--- src/rtl/cmpwm_pkg.sv ---
package cmpwm_pkg;

  // Fixed on-time cap: DUTY_NUM/DUTY_DEN of the period.
  localparam int DUTY_NUM = 4;
  localparam int DUTY_DEN = 5;

  // Bring a requested period into the supported range.
  function automatic int clamp_period(input int req, input int lo, input int hi);
    if (req < lo) return lo;
    if (req > hi) return hi;
    return req;
  endfunction

  // Largest on-time allowed in a period of per clocks.
  function automatic int duty_cap(input int per);
    return (per * DUTY_NUM) / DUTY_DEN;
  endfunction

  // On-time allowed by the soft-start ramp at step ss.
  function automatic int ramp_limit(input int cap, input int ss, input int lo, input int hi);
    if (ss <= lo) return 0;
    if (ss >= hi) return cap;
    return (cap * (ss - lo)) / (hi - lo);
  endfunction

endpackage

--- src/rtl/cmpwm_osc.sv ---
module cmpwm_osc #(
  parameter int PER_MIN = 20,
  parameter int PER_MAX = 100,
  parameter int PW      = 7
) (
  input  logic          clk,
  input  logic          rst_n,
  input  logic [PW-1:0] period_i,
  output logic [PW-1:0] cnt_o,
  output logic [PW-1:0] per_o,
  output logic          wrap_o
);
  import cmpwm_pkg::*;

  logic [PW-1:0] cnt_q;

  assign per_o  = PW'(clamp_period(int'(period_i), PER_MIN, PER_MAX));
  assign wrap_o = (cnt_q >= (per_o - PW'(1)));
  assign cnt_o  = cnt_q;

  always_ff @(posedge clk or negedge rst_n) begin
    if (!rst_n)      cnt_q <= '0;
    else if (wrap_o) cnt_q <= '0;
    else             cnt_q <= cnt_q + PW'(1);
  end

  // the counter never leaves the longest supported period
  p_cnt_bound_r1: assert property (@(posedge clk) disable iff (!rst_n)
    cnt_q < PW'(PER_MAX));

  // a wrap always restarts the count at zero
  p_wrap_restart_r1: assert property (@(posedge clk) disable iff (!rst_n)
    wrap_o |=> (cnt_q == '0));

endmodule

--- src/rtl/cmpwm_ramp.sv ---
module cmpwm_ramp #(
  parameter int SS_LO  = 9,
  parameter int SS_END = 32,
  parameter int PW     = 7,
  parameter int SW     = 6
) (
  input  logic          clk,
  input  logic          rst_n,
  input  logic          por_i,
  input  logic          wrap_i,
  input  logic [PW-1:0] per_i,
  output logic [PW-1:0] lim_o
);
  import cmpwm_pkg::*;

  logic [SW-1:0] ss_q;
  logic          ss_full;

  assign ss_full = (ss_q >= SW'(SS_END));
  assign lim_o   = PW'(ramp_limit(duty_cap(int'(per_i)), int'(ss_q), SS_LO, SS_END));

  always_ff @(posedge clk or negedge rst_n) begin
    if (!rst_n)                  ss_q <= '0;
    else if (por_i)              ss_q <= '0;
    else if (wrap_i && !ss_full) ss_q <= ss_q + SW'(1);
  end

  // supply reset clears the ramp
  p_ss_por_r7: assert property (@(posedge clk) disable iff (!rst_n)
    por_i |=> (ss_q == '0));

  // one step at the end of each period until saturation
  p_ss_step_r8: assert property (@(posedge clk) disable iff (!rst_n)
    (wrap_i && !por_i && !ss_full) |=> (ss_q == $past(ss_q) + SW'(1)));

  // no movement inside a period
  p_ss_hold_r8: assert property (@(posedge clk) disable iff (!rst_n)
    (!wrap_i && !por_i) |=> $stable(ss_q));

  // ramp never overshoots the end level
  p_ss_cap_r8: assert property (@(posedge clk) disable iff (!rst_n)
    ss_q <= SW'(SS_END));

endmodule

--- src/rtl/cmpwm_gate.sv ---
module cmpwm_gate #(
  parameter int BLANK_CYC = 3,
  parameter int PW        = 7
) (
  input  logic          clk,
  input  logic          rst_n,
  input  logic [PW-1:0] cnt_i,
  input  logic          wrap_i,
  input  logic [PW-1:0] lim_i,
  input  logic          pwm_trip_i,
  input  logic          ocp_trip_i,
  input  logic          por_i,
  input  logic          ovp_i,
  output logic          gate_o,
  output logic          cyc_o
);
  localparam logic [PW-1:0] BLANK_V = PW'(BLANK_CYC);

  // Named events for the checks below.
  logic blank_win;   // leading-edge mask active
  logic trip_now;    // unmasked trip from either comparator
  logic supply_ok;   // no supply fault
  logic set_ev;      // clock edge of the set/reset pair: period start
  logic in_limit;    // on-time still below the cap
  logic killed_q;    // reset side of the set/reset pair
  logic on_d;
  logic gate_q;
  logic cyc_q;

  assign blank_win = (cnt_i < BLANK_V);
  assign trip_now  = (pwm_trip_i | ocp_trip_i) & ~blank_win;
  assign supply_ok = ~por_i & ~ovp_i;
  assign set_ev    = (cnt_i == '0);
  assign in_limit  = (cnt_i < lim_i);
  assign on_d      = supply_ok & in_limit & ~killed_q & ~trip_now;

  always_ff @(posedge clk or negedge rst_n) begin
    if (!rst_n) begin
      killed_q <= 1'b0;
      gate_q   <= 1'b0;
      cyc_q    <= 1'b0;
    end else begin
      if (wrap_i)        killed_q <= 1'b0;
      else if (trip_now) killed_q <= 1'b1;
      gate_q <= on_d;
      cyc_q  <= set_ev;
    end
  end

  assign gate_o = gate_q;
  assign cyc_o  = cyc_q;

  // over-voltage removes the gate in the next clock
  p_ovp_off_r9: assert property (@(posedge clk) disable iff (!rst_n)
    ovp_i |=> !gate_o);

  // supply reset removes the gate in the next clock
  p_por_off_r7: assert property (@(posedge clk) disable iff (!rst_n)
    por_i |=> !gate_o);

  // an unmasked trip on either comparator ends the pulse
  p_trip_off_r6: assert property (@(posedge clk) disable iff (!rst_n)
    ((cnt_i >= BLANK_V) && (pwm_trip_i || ocp_trip_i)) |=> !gate_o);

  // inside the mask a running pulse is not cut by the comparators
  p_blank_hold_r4: assert property (@(posedge clk) disable iff (!rst_n)
    (gate_o && (cnt_i != '0) && blank_win && (cnt_i < lim_i) && !por_i && !ovp_i)
      |=> gate_o);

  // the gate is only high for counts below the cap
  p_cap_r3: assert property (@(posedge clk) disable iff (!rst_n)
    gate_o |-> ($past(cnt_i) < $past(lim_i)));

  // the period marker is a single-clock pulse
  p_cyc_pulse_r1: assert property (@(posedge clk) disable iff (!rst_n)
    cyc_o |=> !cyc_o);

endmodule

--- src/rtl/cmpwm_core.sv ---
module cmpwm_core #(
  parameter int PER_MIN   = 20,
  parameter int PER_MAX   = 100,
  parameter int BLANK_CYC = 3,
  parameter int SS_LO     = 9,
  parameter int SS_END    = 32,
  localparam int PW       = $clog2(PER_MAX + 1),
  localparam int SW       = $clog2(SS_END + 1)
) (
  input  logic          clk,
  input  logic          rst_n,
  input  logic [PW-1:0] period_i,
  input  logic          pwm_trip_i,
  input  logic          ocp_trip_i,
  input  logic          por_i,
  input  logic          ovp_i,
  output logic          gate_o,
  output logic          cyc_o
);
  logic [PW-1:0] cnt;
  logic [PW-1:0] per_eff;
  logic [PW-1:0] lim;
  logic          wrap;

  cmpwm_osc #(.PER_MIN(PER_MIN), .PER_MAX(PER_MAX), .PW(PW)) u_osc (
    .clk      (clk),
    .rst_n    (rst_n),
    .period_i (period_i),
    .cnt_o    (cnt),
    .per_o    (per_eff),
    .wrap_o   (wrap)
  );

  cmpwm_ramp #(.SS_LO(SS_LO), .SS_END(SS_END), .PW(PW), .SW(SW)) u_ramp (
    .clk    (clk),
    .rst_n  (rst_n),
    .por_i  (por_i),
    .wrap_i (wrap),
    .per_i  (per_eff),
    .lim_o  (lim)
  );

  cmpwm_gate #(.BLANK_CYC(BLANK_CYC), .PW(PW)) u_gate (
    .clk        (clk),
    .rst_n      (rst_n),
    .cnt_i      (cnt),
    .wrap_i     (wrap),
    .lim_i      (lim),
    .pwm_trip_i (pwm_trip_i),
    .ocp_trip_i (ocp_trip_i),
    .por_i      (por_i),
    .ovp_i      (ovp_i),
    .gate_o     (gate_o),
    .cyc_o      (cyc_o)
  );

  // the cap handed to the gate never exceeds four fifths of the period
  p_lim_cap_r3: assert property (@(posedge clk) disable iff (!rst_n)
    (int'(lim) * 5) <= (int'(per_eff) * 4));

endmodule

--- config.mk ---
export PLATFORM = sky130hd
export DESIGN_NAME = cmpwm_core
export DESIGN_NICKNAME = d
export VERILOG_FILES = /design/src/rtl/cmpwm_pkg.sv /design/src/rtl/cmpwm_osc.sv /design/src/rtl/cmpwm_ramp.sv /design/src/rtl/cmpwm_gate.sv /design/src/rtl/cmpwm_core.sv
export SDC_FILE = /design/constraint.sdc
export NUM_CORES = 1
export LEC_CHECK = 0
export BUFFER_PORTS_ARGS = -buffer_cell sky130_fd_sc_hd__clkbuf_2
export CORE_ASPECT_RATIO = 0.75
export CORE_MARGIN = 2
export CORE_UTILIZATION = 30
export CTS_CLUSTER_DIAMETER = 50
export DETAILED_ROUTE_END_ITERATION = 6
export GPL_TIMING_DRIVEN = 0
export PLACE_DENSITY_LB_ADDON = 0.05
export SYNTH_ARGS = -nofsm -noshare
export SYNTH_HDL_FRONTEND = slang
export SYNTH_SLANG_ARGS = --single-unit
--- constraint.sdc ---
create_clock -name clk -period 30.4 [get_ports clk]
set_clock_uncertainty 0.1 [all_clocks]
set_input_delay 0 -clock clk [delete_from_list [all_inputs] [get_ports clk]]
set_output_delay 0 -clock clk [all_outputs]
set_load 0.05 [all_outputs]
==> impl_metrics.yaml, run 1 <==
floorplan:
  die_height_um: 151
  rows: 53
  dieArea_um2: 30100
  core_area_um2: 28100
  start_util_pct: 30.6
  io_pins: 15
  die_x_um: 200
logic_synthesis:
  synth_enable_flop_cells: 0
  synth_top_cell_by_area: "ha_1"
  ys_seq_area_share_pct: 4.65
  synth_area_per_cell_um2: 7.25
  syn-num-nets: 1295
  synth_cell_types: 118
  synthArstFlopShare_pct: 100
  synth_top_cell_area_share_pct: 10.2
  synthFlopType: "dfrtp_1"
  yosys_warnings: 0
  synth_area_leaders: "ha_1, fa_1, nor2_1"
  syn-instance-count: 1187
  synth_area_um2: 8610
  ys_seq_elements: 16
critical_path:
  cp.arrival_ns: 27.97
  crit_path_start_kind: "input port"
  cp_max_fo: 10
  slowest_delay_ns: 0.57
  critical_path_buf_inv_count: 16
  crit_slowest_cell: "o41ai_1"
  cp.depth: 111
  path_class: "input port to flop"
  path_delay_family: "compound AO/OA/AOI/OAI gates"
  end_kind: "flop"
  rr_worst_depth: 77
  required_ns: 30.42
clock_network:
  cts_tree: "done"
  clk_latency_ns: 0.25
  cts_buffer_depth: 2
  cts_buffers: 3
  root_buffer: "clkbuf_16"
  htree_levels: 1
  clock-sinks: 16
  cts_setup_buffers: 0
  path_clk_slew_ns: 0.05
layout:
  final_nets: 1315
  mostFrequentLayoutCells: "nor2_1, nand2_1, a21oi_1"
  syn2layout_area_growth_pct: 8.53
  final_cells: 1591
  n_antenna_cell: 0
  final_util_pct: 33.2
  mostFrequentLayoutCell: "nor2_1"
  final_layout_size_suffix_gt1_share_pct: 9.87
sta:
  worst_slew_pin_slew_ns: 1.03
  setup_viol: 0
  period_minus_slack_ns: 27.95
  rsz0062_at_grt: "no"
  fin_tns_setup_ns: 0
  slew_violations: 0
  max_slew_margin_pct: 31.2
  fmax_mhz: 35.8
  hold_viol: 0
  hold_ws_ns: 0.0456
  min_period_over_period_pct: 91.9
route:
  route.met2.wl_um: 11000
  vias_per_cell: 5.64
  vias: 8980
  drt_iter0_markers: 633
  drc: 0
  ant_nets: 0
  dr_wl_met3_um: 1020
  wl_met1_um: 15500
  first_pass_iters: 5
  wirelength_um: 27500
  dr.max_layer_used: "met4"
  wl_per_cell_um: 17.3
place:
  dp_cells: 1584
  dp_hpwl_um: 22500
  place_congestion: 0.857
  port_buffers: 12
grt:
  grtUsageTotal_pct: 18.3
  grt-ovfl-total: 0
  antenna_found_initial: 0
  grt_pass1_vias: 8317
  grt_pass1_wl_um: 45400
  grt_max_degree: 17
min_path:
  whs_path_depth: 5
  hp-class: "input port to flop"
status:
  status: "finished, final reports clean"
flow_run:
  max_cap_viol_count: 0
-- worst reg2reg max path: cells and delay by family (launching register included) --
family / cells / cell delay (ns)
buffers and inverters: 10 / 1.84
adders and majority gates: 9 / 3.53
and+or+nand+nor: 20 / 3.98
xor gates and xnor gates: 4 / 0.99
muxes: 2 / 0.59
DFF: 1 / 0.39
AOI/OAI and AO/OA: 32 / 8.27
-- final cells by class --
class	count	area (um2)
timing repair buffer	15	90.1
buffer	37	190
tap	385	482
clock buffer	4	88.8
sequential	16	400
inverter	73	274
fill	3109	18800
multi-input combinational	1061	7820
-- path summary, 6_finish.rpt --
check,endpoint,slack [ns],startpoint
worst max-delay path,u_gate.gate_o,2.45,period_i[6]
worst min-delay path,u_gate.killed_q,0.05,pwm_trip_i
worst max register to register,u_gate.gate_o,10.56,u_ramp.ss_q[0]
worst min register to register,u_gate.killed_q,0.39,u_gate.killed_q
max in group asynchronous,u_ramp.ss_q[2],29.76,rst_n
min in group asynchronous,u_gate.gate_o,0.13,rst_n
-- what timing repair did --
action / 4_1_cts / 5_1_grt
hold endpoints to repair: 23 / 0
resized for setup: 0 / 12
hold buffers: 3 / 0
endpoints found under the setup margin: 0 / 1
-- logic make-up (layout without fill, tap and decap cells) --
group           Yosys count  count (layout)  synth area share [%]
compound gates          419             419                  36.2
simple gates            448             448                  26.8
fa+ha+maj                97              97                  16.2
xor+xnor                 74              74                  7.88
buf+inv                 110             129                  5.39
flops                    16              16                  4.65
mux                      23              23                  2.83
-- registers in the layout, summed over array words and instances, names as in the netlist --
| name | cells |
|---|---|
| u_gate.gate_o | 1 |
| u_gate.cyc_o | 1 |
| u_gate.killed_q | 1 |
| u_osc.cnt_o | 7 |
| u_ramp.ss_q | 6 |
-- cells in the mapped netlist, types with 9 or more instances --
master,count
xnor2_1,42
nor2_1,121
inv_1,71
clkbuf_1,17
xor2_1,28
dfrtp_1,16
o22ai_1,9
ha_1,70
and2_1,23
a211oi_1,17
nor2b_1,10
a22oi_1,9
o21ai_1,15
o211ai_1,16
nor3_1,33
fa_1,25
nand3_1,38
nand4_1,10
o21ai_0,59
or3_1,16
nand2b_1,19
nor4_1,10
mux2i_1,15
a21o_1,20
a21oi_1,89
o21a_1,23
nand2_1,97
a31oi_1,19
or4_1,9
and3_1,19
buf_2,11
-- per-layer routing --
| layer | global-route usage, % | up-vias |
|---|---|---|
| li1 | - | 4513 |
| met1 | 30.8 | 4285 |
| met2 | 26.1 | 178 |
| met3 | 0.963 | 4 |
| met4 | 0.630 | 0 |
| met5 | 0 | - |
-- per-stage QoR --
stage	setup slack, ns	instance area [um2]
after global routing	0.000693	9340
after detailed placement	0.995	9150
final	2.45	9340
after global placement	0.607	9150
after CTS	1.08	9270
after floorplan	6.50	8610
Power of run 1 is not shown: default switching activity piles up to over one toggle a cycle in this logic, so the estimate is an artifact.
==> inputs of run 2 (changes only) <==
--- a/config.mk
+++ b/config.mk
@@ -8,7 +8,7 @@
 export BUFFER_PORTS_ARGS = -buffer_cell sky130_fd_sc_hd__clkbuf_2
 export CORE_ASPECT_RATIO = 0.75
 export CORE_MARGIN = 2
-export CORE_UTILIZATION = 30
+export CORE_UTILIZATION = 50
 export CTS_CLUSTER_DIAMETER = 50
 export DETAILED_ROUTE_END_ITERATION = 6
 export GPL_TIMING_DRIVEN = 0
==> impl_metrics.yaml, run 2 (synthesis results as in run 1) <==
grt:
  antenna_found_initial: 0
  grt_pass1_vias: 8187
  grtUsageMet3_pct: 1.95
  use_met2_pct: 37.1
  use_met1_pct: 42.6
  grtUsageTotal_pct: 25.7
  grt_pass1_wl_um: 40400
  grt_busiest_layer: "met1"
  grt-ovfl-total: 0
  grt_max_degree: 17
sta:
  min_period_over_period_pct: 92.4
  period_minus_slack_ns: 28.08
  hold_ws_ns: 0.100
  slew_violations: 0
  setup_viol: 0
  max_slew_margin_pct: 41.8
  fmax_mhz: 35.6
  hold_viol: 0
  fin_ws_ns: 2.32
  fin_tns_setup_ns: 0
  worst_slew_pin_slew_ns: 0.866
  rsz0062_at_grt: "no"
floorplan:
  dieArea_um2: 18300
  core_area_um2: 16800
  die_height_um: 118
  die_x_um: 156
  rows: 41
  io_pins: 15
  start_util_pct: 51.2
clock_network:
  cts_buffers: 3
  clock-sinks: 16
  htree_levels: 1
  cts_tree: "done"
  cts_buffer_depth: 2
  path_clk_slew_ns: 0.05
  clk_latency_ns: 0.24
  cts_setup_buffers: 0
  root_buffer: "clkbuf_16"
route:
  wirelength_um: 24000
  drt_iter0_markers: 677
  wl_per_cell_um: 16.8
  drc: 0
  first_pass_iters: 6
  ant_nets: 0
  vias_per_cell: 6.38
  vias: 9074
flow_run:
  max_cap_viol_count: 0
critical_path:
  path_class: "input port to flop"
  reg2reg_to: "u_gate.gate_o"
  end_kind: "flop"
  crit_path_start_kind: "input port"
  slowest_delay_ns: 0.60
  r2r_setup_slack_ns: 10.55
  r2r_start: "u_ramp.ss_q[0]"
  cp_max_fo: 10
  required_ns: 30.40
  cp.arrival_ns: 28.08
  rr_worst_depth: 76
  crit_slowest_cell: "a2111oi_1"
layout:
  mostFrequentLayoutCell: "nor2_1"
  final_nets: 1316
  final_layout_size_suffix_gt1_share_pct: 9.36
  n_antenna_cell: 0
  mostFrequentLayoutCells: "nor2_1, nand2_1, a21oi_1"
  multi_input_area_um2: 7760
  regArea_um2: 400
  syn2layout_area_growth_pct: 5.45
  largest_reg_flops: 7
  num-fill-cells: 1687
place:
  place_congestion: 0.940
  dp_hpwl_um: 19400
  place_worst_setup_slack_ns: 1.77
  port_buffers: 12
min_path:
  holdPathEnd: "u_gate.killed_q"
  hp-class: "input port to flop"
  worstHoldStart: "ocp_trip_i"
  whs_path_depth: 5
status:
  status: "finished, final reports clean"
run 2: cell count changes in the layout (fill, tap and decap cells not counted), sizes merged:
cell  change
buf       +1
run 2: layout make-up:
cell class / count / share of cell area, %
Inverter: 73 / 3.02
Sequential cell: 16 / 4.41
Clock buffer: 4 / 0.979
Tap cell: 215 / 2.96
Multi-Input combinational cell: 1061 / 85.5
Buffer: 37 / 2.09
Timing Repair Buffer: 16 / 1.05
run 2: worst max-delay path: cells and delay by family:
kind | cells | cell delay [ns]
AOI/OAI and AO/OA | 43 | 11.17
xor gates and xnor gates | 3 | 0.87
adders and majority gates | 13 | 4.67
buffers and inverters | 17 | 3.25
muxes | 3 | 0.83
and+or+nand+nor | 31 | 7.26
run 2: per-layer routing:
metal	vias up	share of wire (%)
met1	4238	53
li1	4529	-
met3	4	6.2
met2	303	40
met5	-	0
met4	0	0.079
run 2: timing repair:
action                                  in CTS  in global routing
gates resized for setup                      0                  4
endpoints found under the setup margin       0                  1
endpoints found under the hold margin       23                  0
hold buffers                                 3                  0
run 2: worst max path at each step:
stage | startpoint | to
floorplan | period_i[6] | u_gate.gate_o
global placement | period_i[6] | u_gate.gate_o
detailed placement | period_i[6] | u_gate.gate_o
CTS | period_i[6] | u_gate.gate_o
global route | period_i[6] | u_gate.gate_o
finish | period_i[6] | u_gate.gate_o
run 2: per-stage QoR:
| stage | instance area [um2] | util [%] | cells |
|---|---|---|---|
| 6_report | 9080 | 54.0 | 1422 |
| 5_1_grt | 9080 | 54.0 | 1422 |
| 4_1_cts | 9060 | 53.8 | 1421 |
| 3_5_place_dp | 8940 | 53.1 | 1414 |
| 3_3_place_gp | 8940 | 53.1 | 1414 |
| 2_1_floorplan | 8610 | - | 1187 |
Power of run 2 is left out for the same reason.
